File: config.mk
export PLATFORM = sky130hd
export DESIGN_NAME = sdram_mode_prog
export DESIGN_NICKNAME = d
export VERILOG_FILES = /design/src/rtl/mrs_pkg.sv /design/src/rtl/mrs_req_check.sv /design/src/rtl/mrs_timer.sv /design/src/rtl/sdram_mode_prog.sv
export SDC_FILE = /design/constraint.sdc
export NUM_CORES = 1
export LEC_CHECK = 0
export BUFFER_PORTS_ARGS = -buffer_cell sky130_fd_sc_hd__buf_2
export CAP_MARGIN = 40
export CORE_MARGIN = 4
export CORE_UTILIZATION = 52
export CTS_BUF_LIST = sky130_fd_sc_hd__clkbuf_4 sky130_fd_sc_hd__clkbuf_8 sky130_fd_sc_hd__clkbuf_16
export DETAILED_ROUTE_END_ITERATION = 7
export PLACE_DENSITY = 0.9
export SLEW_MARGIN = 5
export SYNTH_ARGS = -nofsm -noshare
export SYNTH_HDL_FRONTEND = slang
export SYNTH_SLANG_ARGS = --single-unit
File: constraint.sdc
create_clock -name clk -period 2.2 [get_ports clk]
set_input_delay 0.44 -clock clk [delete_from_list [all_inputs] [get_ports clk]]
set_output_delay 0.44 -clock clk [all_outputs]
set_load 0.1 [all_outputs]
File: src/rtl/mrs_pkg.sv
package mrs_pkg;

    typedef struct packed {
        logic cs_n;
        logic ras_n;
        logic cas_n;
        logic we_n;
    } sdram_cmd_t;

    localparam sdram_cmd_t CMD_NOP = '{cs_n: 1'b0, ras_n: 1'b1, cas_n: 1'b1, we_n: 1'b1};
    localparam sdram_cmd_t CMD_PRE = '{cs_n: 1'b0, ras_n: 1'b0, cas_n: 1'b1, we_n: 1'b0};
    localparam sdram_cmd_t CMD_MRS = '{cs_n: 1'b0, ras_n: 1'b0, cas_n: 1'b0, we_n: 1'b0};

    typedef enum logic [1:0] {
        ST_IDLE = 2'd0,
        ST_TRP  = 2'd1,
        ST_TMRD = 2'd2
    } seq_state_t;

    typedef struct packed {
        logic [2:0] bl;
        logic       bt;
        logic [2:0] cl;
        logic       dll;
    } mode_req_t;

    localparam int MODE_BITS   = 9;
    localparam int ALL_BANK_BIT = 10;

    function automatic logic bl_ok(input mode_req_t r);
        return (r.bl == 3'd1) || (r.bl == 3'd2) || (r.bl == 3'd3) ||
               ((r.bl == 3'd7) && !r.bt);
    endfunction

    function automatic logic cl_ok(input mode_req_t r);
        return (r.cl == 3'd3) || (r.cl == 3'd4) || (r.cl == 3'd5);
    endfunction

    function automatic logic [MODE_BITS-1:0] mode_word(input mode_req_t r);
        return {r.dll, 1'b0, r.cl, r.bt, r.bl};
    endfunction

endpackage

File: src/rtl/mrs_req_check.sv
module mrs_req_check
    import mrs_pkg::*;
#(
    parameter int ADDR_W = 11
) (
    input  mode_req_t         req,
    output logic              legal,
    output logic [ADDR_W-1:0] mrs_addr
);
    localparam int PAD_W = ADDR_W - MODE_BITS;

    always_comb begin
        legal = bl_ok(req) && cl_ok(req);
    end

    generate
        if (PAD_W > 0) begin : g_pad
            assign mrs_addr = {{PAD_W{1'b0}}, mode_word(req)};
        end else begin : g_nopad
            assign mrs_addr = mode_word(req);
        end
    endgenerate

endmodule

File: src/rtl/mrs_timer.sv
module mrs_timer #(
    parameter int CNT_W = 2
) (
    input  logic             clk,
    input  logic             rst,
    input  logic             load,
    input  logic [CNT_W-1:0] load_val,
    input  logic             tick,
    output logic             zero
);
    logic [CNT_W-1:0] cnt;

    always_ff @(posedge clk) begin
        if (rst) begin
            cnt <= '0;
        end else if (load) begin
            cnt <= load_val;
        end else if (tick) begin
            cnt <= cnt - 1'b1;
        end
    end

    assign zero = (cnt == '0);

    AST_NO_UNDERFLOW: assert property (@(posedge clk) disable iff (rst)
        (tick && !load) |-> (cnt != '0));

endmodule

File: src/rtl/sdram_mode_prog.sv
module sdram_mode_prog
    import mrs_pkg::*;
#(
    parameter int ADDR_W = 11,
    parameter int BANK_W = 2,
    parameter int T_RP   = 3,
    parameter int T_MRD  = 2
) (
    input  logic              clk,
    input  logic              rst,
    input  logic              start,
    input  logic [2:0]        bl_code,
    input  logic              burst_il,
    input  logic [2:0]        cl_code,
    input  logic              dll_reset,
    output logic              cs_n,
    output logic              ras_n,
    output logic              cas_n,
    output logic              we_n,
    output logic [ADDR_W-1:0] addr,
    output logic [BANK_W-1:0] ba,
    output logic              busy,
    output logic              done,
    output logic              err
);
    localparam int CNT_MAX = (T_RP > T_MRD) ? T_RP : T_MRD;
    localparam int CNT_W   = $clog2(CNT_MAX + 1);
    localparam logic [CNT_W-1:0] TRP_LD  = CNT_W'(T_RP - 1);
    localparam logic [CNT_W-1:0] TMRD_LD = CNT_W'(T_MRD - 1);
    localparam logic [ADDR_W-1:0] PRE_ADDR = ADDR_W'(1) << ALL_BANK_BIT;

    seq_state_t        state;
    mode_req_t         req_in;
    mode_req_t         held;
    mode_req_t         chk_req;
    sdram_cmd_t        cmd_q;
    logic [ADDR_W-1:0] addr_q;
    logic [ADDR_W-1:0] mrs_addr;
    logic              legal;
    logic              accept;
    logic              t_load;
    logic [CNT_W-1:0]  t_val;
    logic              t_tick;
    logic              t_zero;

    assign req_in  = '{bl: bl_code, bt: burst_il, cl: cl_code, dll: dll_reset};
    assign chk_req = (state == ST_IDLE) ? req_in : held;

    mrs_req_check #(.ADDR_W(ADDR_W)) u_chk (
        .req      (chk_req),
        .legal    (legal),
        .mrs_addr (mrs_addr)
    );

    assign accept = (state == ST_IDLE) && start && legal;

    always_comb begin
        t_load = 1'b0;
        t_val  = TRP_LD;
        if (accept) begin
            t_load = 1'b1;
            t_val  = TRP_LD;
        end else if ((state == ST_TRP) && t_zero) begin
            t_load = 1'b1;
            t_val  = TMRD_LD;
        end
        t_tick = (state != ST_IDLE) && !t_zero && !t_load;
    end

    mrs_timer #(.CNT_W(CNT_W)) u_tmr (
        .clk      (clk),
        .rst      (rst),
        .load     (t_load),
        .load_val (t_val),
        .tick     (t_tick),
        .zero     (t_zero)
    );

    always_ff @(posedge clk) begin
        if (rst) begin
            state  <= ST_IDLE;
            held   <= '0;
            cmd_q  <= CMD_NOP;
            addr_q <= '0;
            busy   <= 1'b0;
            done   <= 1'b0;
            err    <= 1'b0;
        end else begin
            cmd_q  <= CMD_NOP;
            addr_q <= '0;
            done   <= 1'b0;
            err    <= 1'b0;
            case (state)
                ST_IDLE: begin
                    if (start) begin
                        if (legal) begin
                            held   <= req_in;
                            cmd_q  <= CMD_PRE;
                            addr_q <= PRE_ADDR;
                            busy   <= 1'b1;
                            state  <= ST_TRP;
                        end else begin
                            err <= 1'b1;
                        end
                    end
                end
                ST_TRP: begin
                    if (t_zero) begin
                        cmd_q  <= CMD_MRS;
                        addr_q <= mrs_addr;
                        state  <= ST_TMRD;
                    end
                end
                ST_TMRD: begin
                    if (t_zero) begin
                        busy  <= 1'b0;
                        done  <= 1'b1;
                        state <= ST_IDLE;
                    end
                end
                default: state <= ST_IDLE;
            endcase
        end
    end

    assign cs_n  = cmd_q.cs_n;
    assign ras_n = cmd_q.ras_n;
    assign cas_n = cmd_q.cas_n;
    assign we_n  = cmd_q.we_n;
    assign addr  = addr_q;
    assign ba    = '0;

    // Distance counter from the last precharge-all, saturating past T_RP.
    localparam int GAP_W = $clog2(T_RP + 2) + 1;
    logic [GAP_W-1:0] gap;

    always_ff @(posedge clk) begin
        if (rst) begin
            gap <= '0;
        end else if (cmd_q == CMD_PRE) begin
            gap <= GAP_W'(1);
        end else if ((gap != '0) && (gap != GAP_W'(T_RP + 1))) begin
            gap <= gap + 1'b1;
        end
    end

    AST_MRS_AFTER_TRP: assert property (@(posedge clk) disable iff (rst)
        (cmd_q == CMD_MRS) |-> (gap == GAP_W'(T_RP)));
    AST_CMD_ONLY_BUSY: assert property (@(posedge clk) disable iff (rst)
        (cmd_q != CMD_NOP) |-> busy);
    AST_MRS_FIELDS: assert property (@(posedge clk) disable iff (rst)
        (cmd_q == CMD_MRS) |-> (addr[7] == 1'b0 && ba == '0 &&
                                (addr >> MODE_BITS) == '0));
    AST_ERR_QUIET: assert property (@(posedge clk) disable iff (rst)
        err |-> (!busy && cmd_q == CMD_NOP));
    AST_MRD_GAP: assert property (@(posedge clk) disable iff (rst)
        (cmd_q == CMD_MRS) |=> (cmd_q == CMD_NOP));
    AST_DONE_PULSE: assert property (@(posedge clk) disable iff (rst)
        done |=> !done);
    AST_DONE_NOT_BUSY: assert property (@(posedge clk) disable iff (rst)
        done |-> !busy);
    AST_HELD_STABLE: assert property (@(posedge clk) disable iff (rst)
        (busy && $past(busy)) |-> $stable(held));

endmodule

## Yosys cells after proc, flatten, opt, wreduce, memory -nomap -nowiden

Cells that the tools add are included.

| storage, ports and cells | value |
|---|---|
| register bits | 30 |
| logic and storage cells | 82 |
| memory bits (writable) | 0 |
| output and inout port bits | 20 |
| bits of input ports | 11 |
| memory bits (read-only) | 0 |
| bits in latches | 0 |
| memories | 0 |

| operators by class | value |
|---|---|
| multipliers | 0 |
| magnitude comparators | 0 |
| reduce and logical (&&, ||, !) cells | 25 |
| bitwise operators | 3 |
| shifts and indexed selects | 0 |
| equal/unequal tests | 13 |
| add/subtract/negate cells | 1 |
| divide/modulo/power cells | 0 |
| muxes and demuxes | 26 |

Operators by type and width:

| kind | number |
|---|---|
| $mux 11 | 2 |
| $pmux 11 s2 | 1 |
| $mux 2 | 8 |
| $eq 3x2->1 const B | 3 |
| $eq 3x3->1 const B | 3 |
| $mux 3 | 3 |
| $mux 9 | 1 |
| $mux 8 | 1 |
| $ne 2x2->1 const B | 4 |
| $reduce_and 4->1 | 2 |
| $logic_and 1x1->1 | 7 |
| $mux 1 | 7 |
| $pmux 2 s3 | 1 |
| $pmux 3 s2 | 1 |
| $reduce_bool 2->1 | 3 |
| $logic_or 1x1->1 | 5 |
| $logic_not 2->1 | 2 |
| $eq 3x1->1 const B | 1 |
| $logic_not 1->1 | 3 |
| $not 1->1 | 3 |
| $reduce_and 3->1 | 1 |
| $reduce_or 3->1 | 1 |
| $eq 2x1->1 const B | 1 |
| $eq 2x2->1 const B | 1 |
| other kinds (3) | 3 |

## Depth between registers and ports, before layout

Gate-level depths: netlist of run 1.

| depth | value |
|---|---|
| depth in word-level cells | 13 |
| depth in mapped cells | 5 |
| gate-level depth less buffers | 5 |

## Hierarchy

A second synthesis of run 1 with hierarchy kept.

| unflattened totals | value |
|---|---|
| cell total of the unflattened synthesis | 133 |
| area total of the unflattened synthesis | 1,363.8 µm² |

Modules (own cells, without submodules):

| module | times used | cells each | area an instance (µm²) | sequential area each (µm²) |
|---|---|---|---|---|
| sdram_mode_prog | 1 | 103 | 1,114.8 | 520.5 |
| mrs_timer | 1 | 13 | 126.4 | 40.0 |
| mrs_req_check | 1 | 17 | 122.6 | 0.0 |

## Least setup slack after synthesis of run 1

No wires, ideal clock.

| path | value |
|---|---|
| kind | flip-flop to output port |
| start | reg ras_n (netlist name) |
| end | out we_n |
| setup slack | 0.404 ns |
| cell stages (with the launch flop) | 2 |
| data arrival time | 1.356 ns |
| path through | dfxtp_1 -> buf_4 |

RTL lines:

| element | RTL line | text |
|---|---|---|
| to (decl) | sdram_mode_prog.sv:19 | `output logic we_n,` |

## Final worst setup path of run 1

| path | value |
|---|---|
| start | reg state[0] |
| end | reg held[2] in the netlist's numbering |

| between the ends | value |
|---|---|
| cells in the longest elaborated chain, start to end | 8 |

Ends and longest elaborated chain:

| element | RTL line | text |
|---|---|---|
| from (decl) | sdram_mode_prog.sv:32 | `seq_state_t state;` |
| from (signal assigned) | sdram_mode_prog.sv:81 | `state <= ST_IDLE;` |
| from (signal assigned) | sdram_mode_prog.sv:101 | `state <= ST_TRP;` |
| from (signal assigned) | sdram_mode_prog.sv:111 | `state <= ST_TMRD;` |
| $logic_not 2->1 (*) | sdram_mode_prog.sv:47, sdram_mode_prog.sv:93 |  |
| $mux 8 | sdram_mode_prog.sv:47 | `assign chk_req = (state == ST_IDLE) ? req_in : held;` |
| $eq 3x1->1 or $eq 3x2->1 (tied branches) | mrs_pkg.sv:31 | `return (r.bl == 3'd1) \|\| (r.bl == 3'd2) \|\| (r.bl == 3'd3) \|\|` |
| $logic_or 1x1->1 (3 in series) | mrs_pkg.sv:31 |  |
| $logic_and 1x1->1 | mrs_req_check.sv:13 | `legal = bl_ok(req) && cl_ok(req);` |
| $reduce_and 3->1 (no source line) (*) | n/a |  |
| to (signal assigned) | sdram_mode_prog.sv:97 | `held <= req_in;` |
| to (decl) | sdram_mode_prog.sv:34 | `mode_req_t held;` |

Every way passes the cells marked *; elsewhere a longest branch is shown, timed or not.
A chain may end at the register's enable or synchronous reset.

==> results of run 1 <==
-- where the power goes --
group	internal (mW)	switching (mW)	leakage [nW]	total, mW
logic	0.0309	0.109	0.274	0.140
registers	0.482	0.00546	0.211	0.488
clock network	0.184	0.135	0.0279	0.320
total	0.697	0.250	0.513	0.947
-- metal layers --
| metal | routed length [µm] | GRT usage [%] |
|---|---|---|
| met5 | 0 | 0 |
| met4 | 36 | 6.383 |
| met3 | 154 | 2.849 |
| met2 | 928 | 28.66 |
| met1 | 785 | 17.95 |
-- synth_stat cells, types with 2 or more instances --
library cell   n  area, µm²
a21oi_1        4      20.02
and2_1         9      56.30
buf_4          6      45.04
dfxtp_1       26      520.5
inv_1          3      11.26
mux2i_1        8      80.08
nand2_1       17      63.81
nand3b_1       3      22.52
nor3_1         3      15.01
o21ai_0        2      10.01
or3b_2         2      17.52
-- stage by stage --
stage | utilization [%] | hold slack (ps) | area (µm²)
after detailed placement | 63.65 | 446.9 | 1135
after global placement | 63.65 | 437.0 | 1135
after global routing | 66.60 | 364.6 | 1187
after CTS | 66.60 | 354.8 | 1187
after floorplan | - | 429.6 | 1032
final | 66.60 | 356.1 | 1187
-- sequential cells by signal, summed over array words and instances (netlist names) --
signal	flops
ras_n	1
state	2
busy	1
held	8
err	1
cas_n	1
addr	9
u_tmr.cnt	2
done	1
-- layout make-up --
class / instances / area, µm² / share of cell area (%)
clock buffer: 3 / 22.52 / 1.897
clock inverter: 1 / 30.03 / 2.529
inverter: 4 / 15.01 / 1.264
multi-input combinational: 68 / 427.9 / 36.04
sequential: 26 / 520.5 / 43.84
tap: 25 / 31.28 / 2.634
timing repair buffer: 27 / 140.1 / 11.80
-- cell usage in the layout, fill, tap and decap left out, drive strengths merged --
cell type,count
a211oi,1
a21oi,4
a221o,1
a221oi,1
a22oi,1
a31oi,1
and2,9
and3,1
buf,27
bufinv,1
clkbuf,3
clkinv,1
conb,5
dfxtp,26
ha,1
inv,3
mux2i,8
nand2,17
nand2b,1
nand3,1
nand3b,3
nor2,1
nor3,3
nor4bb,1
o21ai,2
o21bai,1
o31a,1
or2,1
or3b,3
-- path summary, 6_finish.rpt --
kind                              start  depth (start not counted)  slack [ps]                    to
hold / removal                dll_reset                          3         360  held[0]$_SDFFE_PP0P_
setup reg to reg  state[0]$_SDFFE_PP0P_                          4         670  held[2]$_SDFFE_PP0P_
setup / recovery  state[0]$_SDFFE_PP0P_                          4         670  held[2]$_SDFFE_PP0P_
hold reg to reg    held[5]$_SDFFE_PP0P_                          2         470  held[5]$_SDFFE_PP0P_
-- logic make-up (layout without fill, tap and decap cells) --
kind of cell | after synthesis | in the layout | share of synthesized area (%)
flops | 26 | 26 | 51.17
compound gates | 13 | 13 | 9.103
buf+inv | 14 | 35 | 8.239
simple gates | 41 | 41 | 22.02
mux | 8 | 8 | 7.872
fa+ha+maj | 1 | 1 | 1.230
other cells | 1 | 5 | 0.3686
-- critical path: cells and delay by family (launching register included) --
| kind | cells | cell delay, ps |
|---|---|---|
| simple gates | 1 | 430 |
| compound gates | 1 | 170 |
| flops | 1 | 400 |
| mux | 1 | 220 |
| buf+inv | 1 | 240 |
==> metrics.md, run 1 <==
| Metric | Value |
|---|---|
| Outcome | complete, no violations |
| CP peak stage delay | 430 ps |
| Setup crit start kind | flip-flop |
| Cell Rows | 15 |
| Max Cap Viol | 0 |
| Clock buffer depth | 2 |
| First-pass GRT wire length | 3215 µm |
| Max FO, Critical Path | 10 |
| Final Hold Fails | 0 |
| DRT iter0 DRCs | 16 |
| Number of global-route vias before repair | between 700 and 800 |
| Post-CTS setup buffer count | 0 |
| Placeable Area | 1783 µm² |
| Max-slew violation total from the final report | 0 |
| Crit path setup slack, layout | about 670 ps |
| IO Count | 31 |
| Syn_area_per_cell | ~9.8 µm² |
| Clk_lat worst skew | about 310 ps |
| DR DRC count | 0 |
| Final setup viols | 0 |
| Post-synth top flop | dfxtp_1 |
| Drt first pass iters | 4 |
| Seq/Total Area, Yosys | between 50% and 60% |
| Max Fclk | between 600 and 700 MHz |
| Synth async-reset ratio | 0% |
| CP Capture Type | flip-flop |
| Largest net degree at the start of global routing | 20 |
| CTS Buf Count | 3 |
| Lkg Pwr | about 0.5 nW |
| Antenna violations before repair | 0 |
| Nets | around 140 |
| Hpwl dp | ~1400 µm |
| Fillers | between 100 and 150 |
| Worst Hold Class | input pin to flip-flop |
| Power, Total | approximately 0.95 mW |
| Post-Syn Instances | between 100 and 150 |
| RSZ-0062 raised after global routing | no |
| Pwr dens | 797.8 nW/µm² |
| Mapped cell area | slightly above 1000 µm² |
| Antenna-violating nets left | 0 |
| Crit path time final | roughly 1500 ps |
| Worst path arrival time | 1780 ps |
| Total Routing Usage GR | approximately 16% |
| Post-CTS Hold Fix Bufs | 0 |
| Starting density of the core | between 50 and 60% |
| CTS tree | yes |
| Fin Clk Skew | just over 3 ps |
| Post-CTS Resized | 0 |
| Pre-CTS WS | 584.2 ps |
| Grt ovf | 0 |
| CTS root buf | clkbuf_4 |
| WP data required | 2450 ps |
| Via count | 780 |
| Dpl cells | 150 |
| Via density | ~5 |
| GP Congestion | ~0.76 |
| Yosys reg bits | 26 |
| Final Cycle Share | a little over two thirds |
| Synth unique cells | 32 |
| Clock sinks | 26 |
| Number of diodes | 0 |
| Die Wd | around 52 µm |
| TNS Setup | 0 ps |
| Clock-pin slew on the worst setup and hold paths | ~130 ps |
| Port bufs | 25 |
| Routed WL | 1904 µm |
| Crit-path cells | or3b_4, a221oi_2, buf_4, mux2i_1 |
| Max IR drop VDD | between 0.0004 and 0.0005 V |
| Number of flops mapped to enable cells by yosys | 0 |
| Die ar. | between 2000 and 3000 µm² |
| CP max-delay cell | or3b_4 |
| Post-route insts no fill | 154 |
| Synth Warn # | 0 |
| Die height | 52.23 µm |
| Layout cells sized above 1 | between 20% and 30% |
| DR WL/cell | ~12 µm |
| CTS HTree Levels | 1 |
| WS Path Type | flip-flop to flip-flop |
| Area grow syn2layout | 16.73% |
(Power assumes the default switching activity.)
==> run 2, diff against run 1 <==
--- a/config.mk
+++ b/config.mk
@@ -8,10 +8,10 @@
 export BUFFER_PORTS_ARGS = -buffer_cell sky130_fd_sc_hd__buf_2
 export CAP_MARGIN = 40
 export CORE_MARGIN = 4
-export CORE_UTILIZATION = 52
+export CORE_UTILIZATION = 49
 export CTS_BUF_LIST = sky130_fd_sc_hd__clkbuf_4 sky130_fd_sc_hd__clkbuf_8 sky130_fd_sc_hd__clkbuf_16
 export DETAILED_ROUTE_END_ITERATION = 7
-export PLACE_DENSITY = 0.9
+export PLACE_DENSITY = 0.86
 export SLEW_MARGIN = 5
 export SYNTH_ARGS = -nofsm -noshare
 export SYNTH_HDL_FRONTEND = slang
==> constraint.sdc (replaced) <==
create_clock -name clk -period 1.5 [get_ports clk]
set_input_delay 0.3 -clock clk [delete_from_list [all_inputs] [get_ports clk]]
set_output_delay 0.3 -clock clk [all_outputs]
set_load 0.1 [all_outputs]
==> run 2 against run 1 <==
  * First-iteration DRC count fell by 50%
  * Largest power group unchanged
  * Critical path type unchanged
  * Via count up 2.2%
  * Critical path depth did not move
  * Utilization shrank 3.1 points
==> metrics.md, run 2 (synthesized netlist as in run 1, its figures left out) <==
| Metric | Value |
|---|---|
| Total Routing Usage GR | 15.73% (-0.030 points) |
| Lkg Pwr | 0.5475 nW (+6.8%) |
| Commonest cells after routing, fill and taps aside | dfxtp_1 (25), buf_2 (25), nand2_1 (17), and2_1 (9), mux2i_1 (8) |
| TNS Setup | 0 ps (unchanged) |
| Port bufs | 25 (unchanged) |
| Worst Hold Class | input pin to flip-flop |
| R2R cell count | 4 (unchanged) |
| Largest register FFs | 9 (unchanged) |
| Max IR drop VDD | 0.0005263 V (+21%) |
| CTS tree | yes |
| Largest net degree at the start of global routing | 16 (-20%) |
| Max-slew violation total from the final report | 0 (unchanged) |
| DR DRC count | 0 (unchanged) |
| DR WL/cell | 12.84 µm (+3.8%) |
| Area grow syn2layout | 22.39% |
| R2R setup slack | 60 ps (-610 ps) |
| Via density | 4.981 (-1.7%) |
| Starting density of the core | 51.85% (-5.2 points) |
| WS Path Type | flip-flop to flip-flop |
| Clock-pin slew on the worst setup and hold paths | 150 ps (+20 ps) |
| Outcome | complete, no violations |
| Pwr dens | 1137 nW/µm² (+42%) |
| Routed WL | 2054 µm (+7.9%) |
| WP data required | 1760 ps (-690 ps) |
| Worst path arrival time | 1700 ps (-80 ps) |
| Grt ovf | 0 (unchanged) |
| IO Count | 31 (unchanged) |
| Nets | 146 (+2.8%) |
| Die height | 53.56 µm (+2.5%) |
| Max FO, Critical Path | 10 (unchanged) |
| Worst hold stages | 3 (unchanged) |
| CTS HTree Levels | 1 (unchanged) |
| Antenna violations before repair | 0 (unchanged) |
| Sequential cell area | 521.8 µm² (+0.24%) |
| Via count | 797 (+2.2%) |
| Number of diodes | 0 (unchanged) |
| CTS Buf Count | 3 (unchanged) |
| Fin Clk Skew | 7.960 ps (+4.921 ps) |
| RSZ-0062 raised after global routing | yes |
| Final Cycle Share | 96.01% (+26 points) |
| Final Hold Fails | 0 (unchanged) |
| Placeable Area | 1962 µm² (+10%) |
| GP Congestion | 0.7803 (+2.2%) |
| Hold EP | held[0]$_SDFFE_PP0P_ |
| Clk_lat worst skew | 320 ps (about the same) |
| Post-CTS setup buffer count | 0 (unchanged) |
| First-pass GRT wire length | 3229 µm (+0.44%) |
| Antenna-violating nets left | 0 (unchanged) |
| Post-CTS Resized | 0 (unchanged) |
| Layout cells sized above 1 | 30.83% (+2.9 points) |
| Clock sinks | 26 (unchanged) |
| Setup crit start kind | flip-flop |
| DRT iter0 DRCs | 8 (-8) |
| Hpwl dp | 1532 µm (+7.7%) |
| Number of global-route vias before repair | 784 (+3.6%) |
| Die Wd | 53.56 µm (+2.5%) |
| HP Start | dll_reset |
| Drt first pass iters | 4 (unchanged) |
| Final setup viols | 0 (unchanged) |
| Design Area, Final | 1245 µm² (+4.8%) |
| Fillers | 181 (+41%) |
| Die ar. | 2869 µm² (+5.2%) |
| FF-to-FF End | held[1]$_SDFFE_PP0P_ |
| Power, Total | 1.415 mW (+49%) |
| Clock buffer depth | 2 (unchanged) |
| Cell Rows | 16 (+1) |
| Max Cap Viol | 0 (unchanged) |
| CTS root buf | clkbuf_4 |
| Post-CTS Hold Fix Bufs | 0 (unchanged) |
| DP Area | 1181 µm² (+4.1%) |
| Max Fclk | 694.4 MHz (+6.2%) |
| R2R Path Start | state[0]$_SDFFE_PP0P_ |
| Crit path time final | 1440 ps (-89.41 ps) |
| CP Capture Type | flip-flop |
| Multi-input logic area | 439.2 µm² (+2.6%) |
run 2: worst max path at each step:
| stage | from | to | slack [ps] | cells past startpoint |
|---|---|---|---|---|
| 2_1_floorplan | state[0]$_SDFFE_PP0P_ | held[0]$_SDFFE_PP0P_ | 150 | 4 |
| 3_3_place_gp | start | held[5]$_SDFFE_PP0P_ | 80 | 5 |
| 3_5_place_dp | start | held[1]$_SDFFE_PP0P_ | 5 | 5 |
| 4_1_cts | state[0]$_SDFFE_PP0P_ | held[1]$_SDFFE_PP0P_ | 60 | 4 |
| 5_1_grt | state[0]$_SDFFE_PP0P_ | held[1]$_SDFFE_PP0P_ | -40 | 4 |
| 6_report | state[0]$_SDFFE_PP0P_ | held[1]$_SDFFE_PP0P_ | 60 | 4 |
run 2: cell type report:
type,count,area share [%]
clock buffer,3,1.809
sequential,26,41.91
inverter,4,1.206
clock inverter,1,2.412
timing repair buffer,31,14.67
multi-input combinational,68,35.28
tap,27,2.714
run 2: through the flow:
stage / instances / setup WS (ps) / hold slack (ps) / util [%]
2_1_floorplan: 108 / 148.8 / 429.6 / -
3_3_place_gp: 156 / 79.58 / 437.2 / 60.20
3_5_place_dp: 156 / 4.776 / 443.6 / 60.20
4_1_cts: 160 / 58.72 / 208.5 / 62.88
5_1_grt: 160 / -35.19 / 219.3 / 63.46
6_report: 160 / 59.88 / 217.0 / 63.46
run 2: worst max-delay path, stage by stage (launching register included):
cell and delay (ps):
dfxtp_1 340, or3b_4 420, a221oi_4 250, buf_12 180, mux2i_1 200
run 2: routing by layer:
metal	share of wire (%)	vias up	global-route usage, %
li1	-	397	-
met2	48	31	27.96
met5	0	-	0
met4	0.88	0	7.660
met1	44	367	17.67
met3	6.8	2	3.324
run 2: power by group:
part | switching [mW] | leakage, nW | internal, mW
Clock | 0.209 | 0.0279 | 0.270
Combinational | 0.168 | 0.310 | 0.0543
Sequential | 0.00623 | 0.210 | 0.708
Total | 0.383 | 0.548 | 1.03
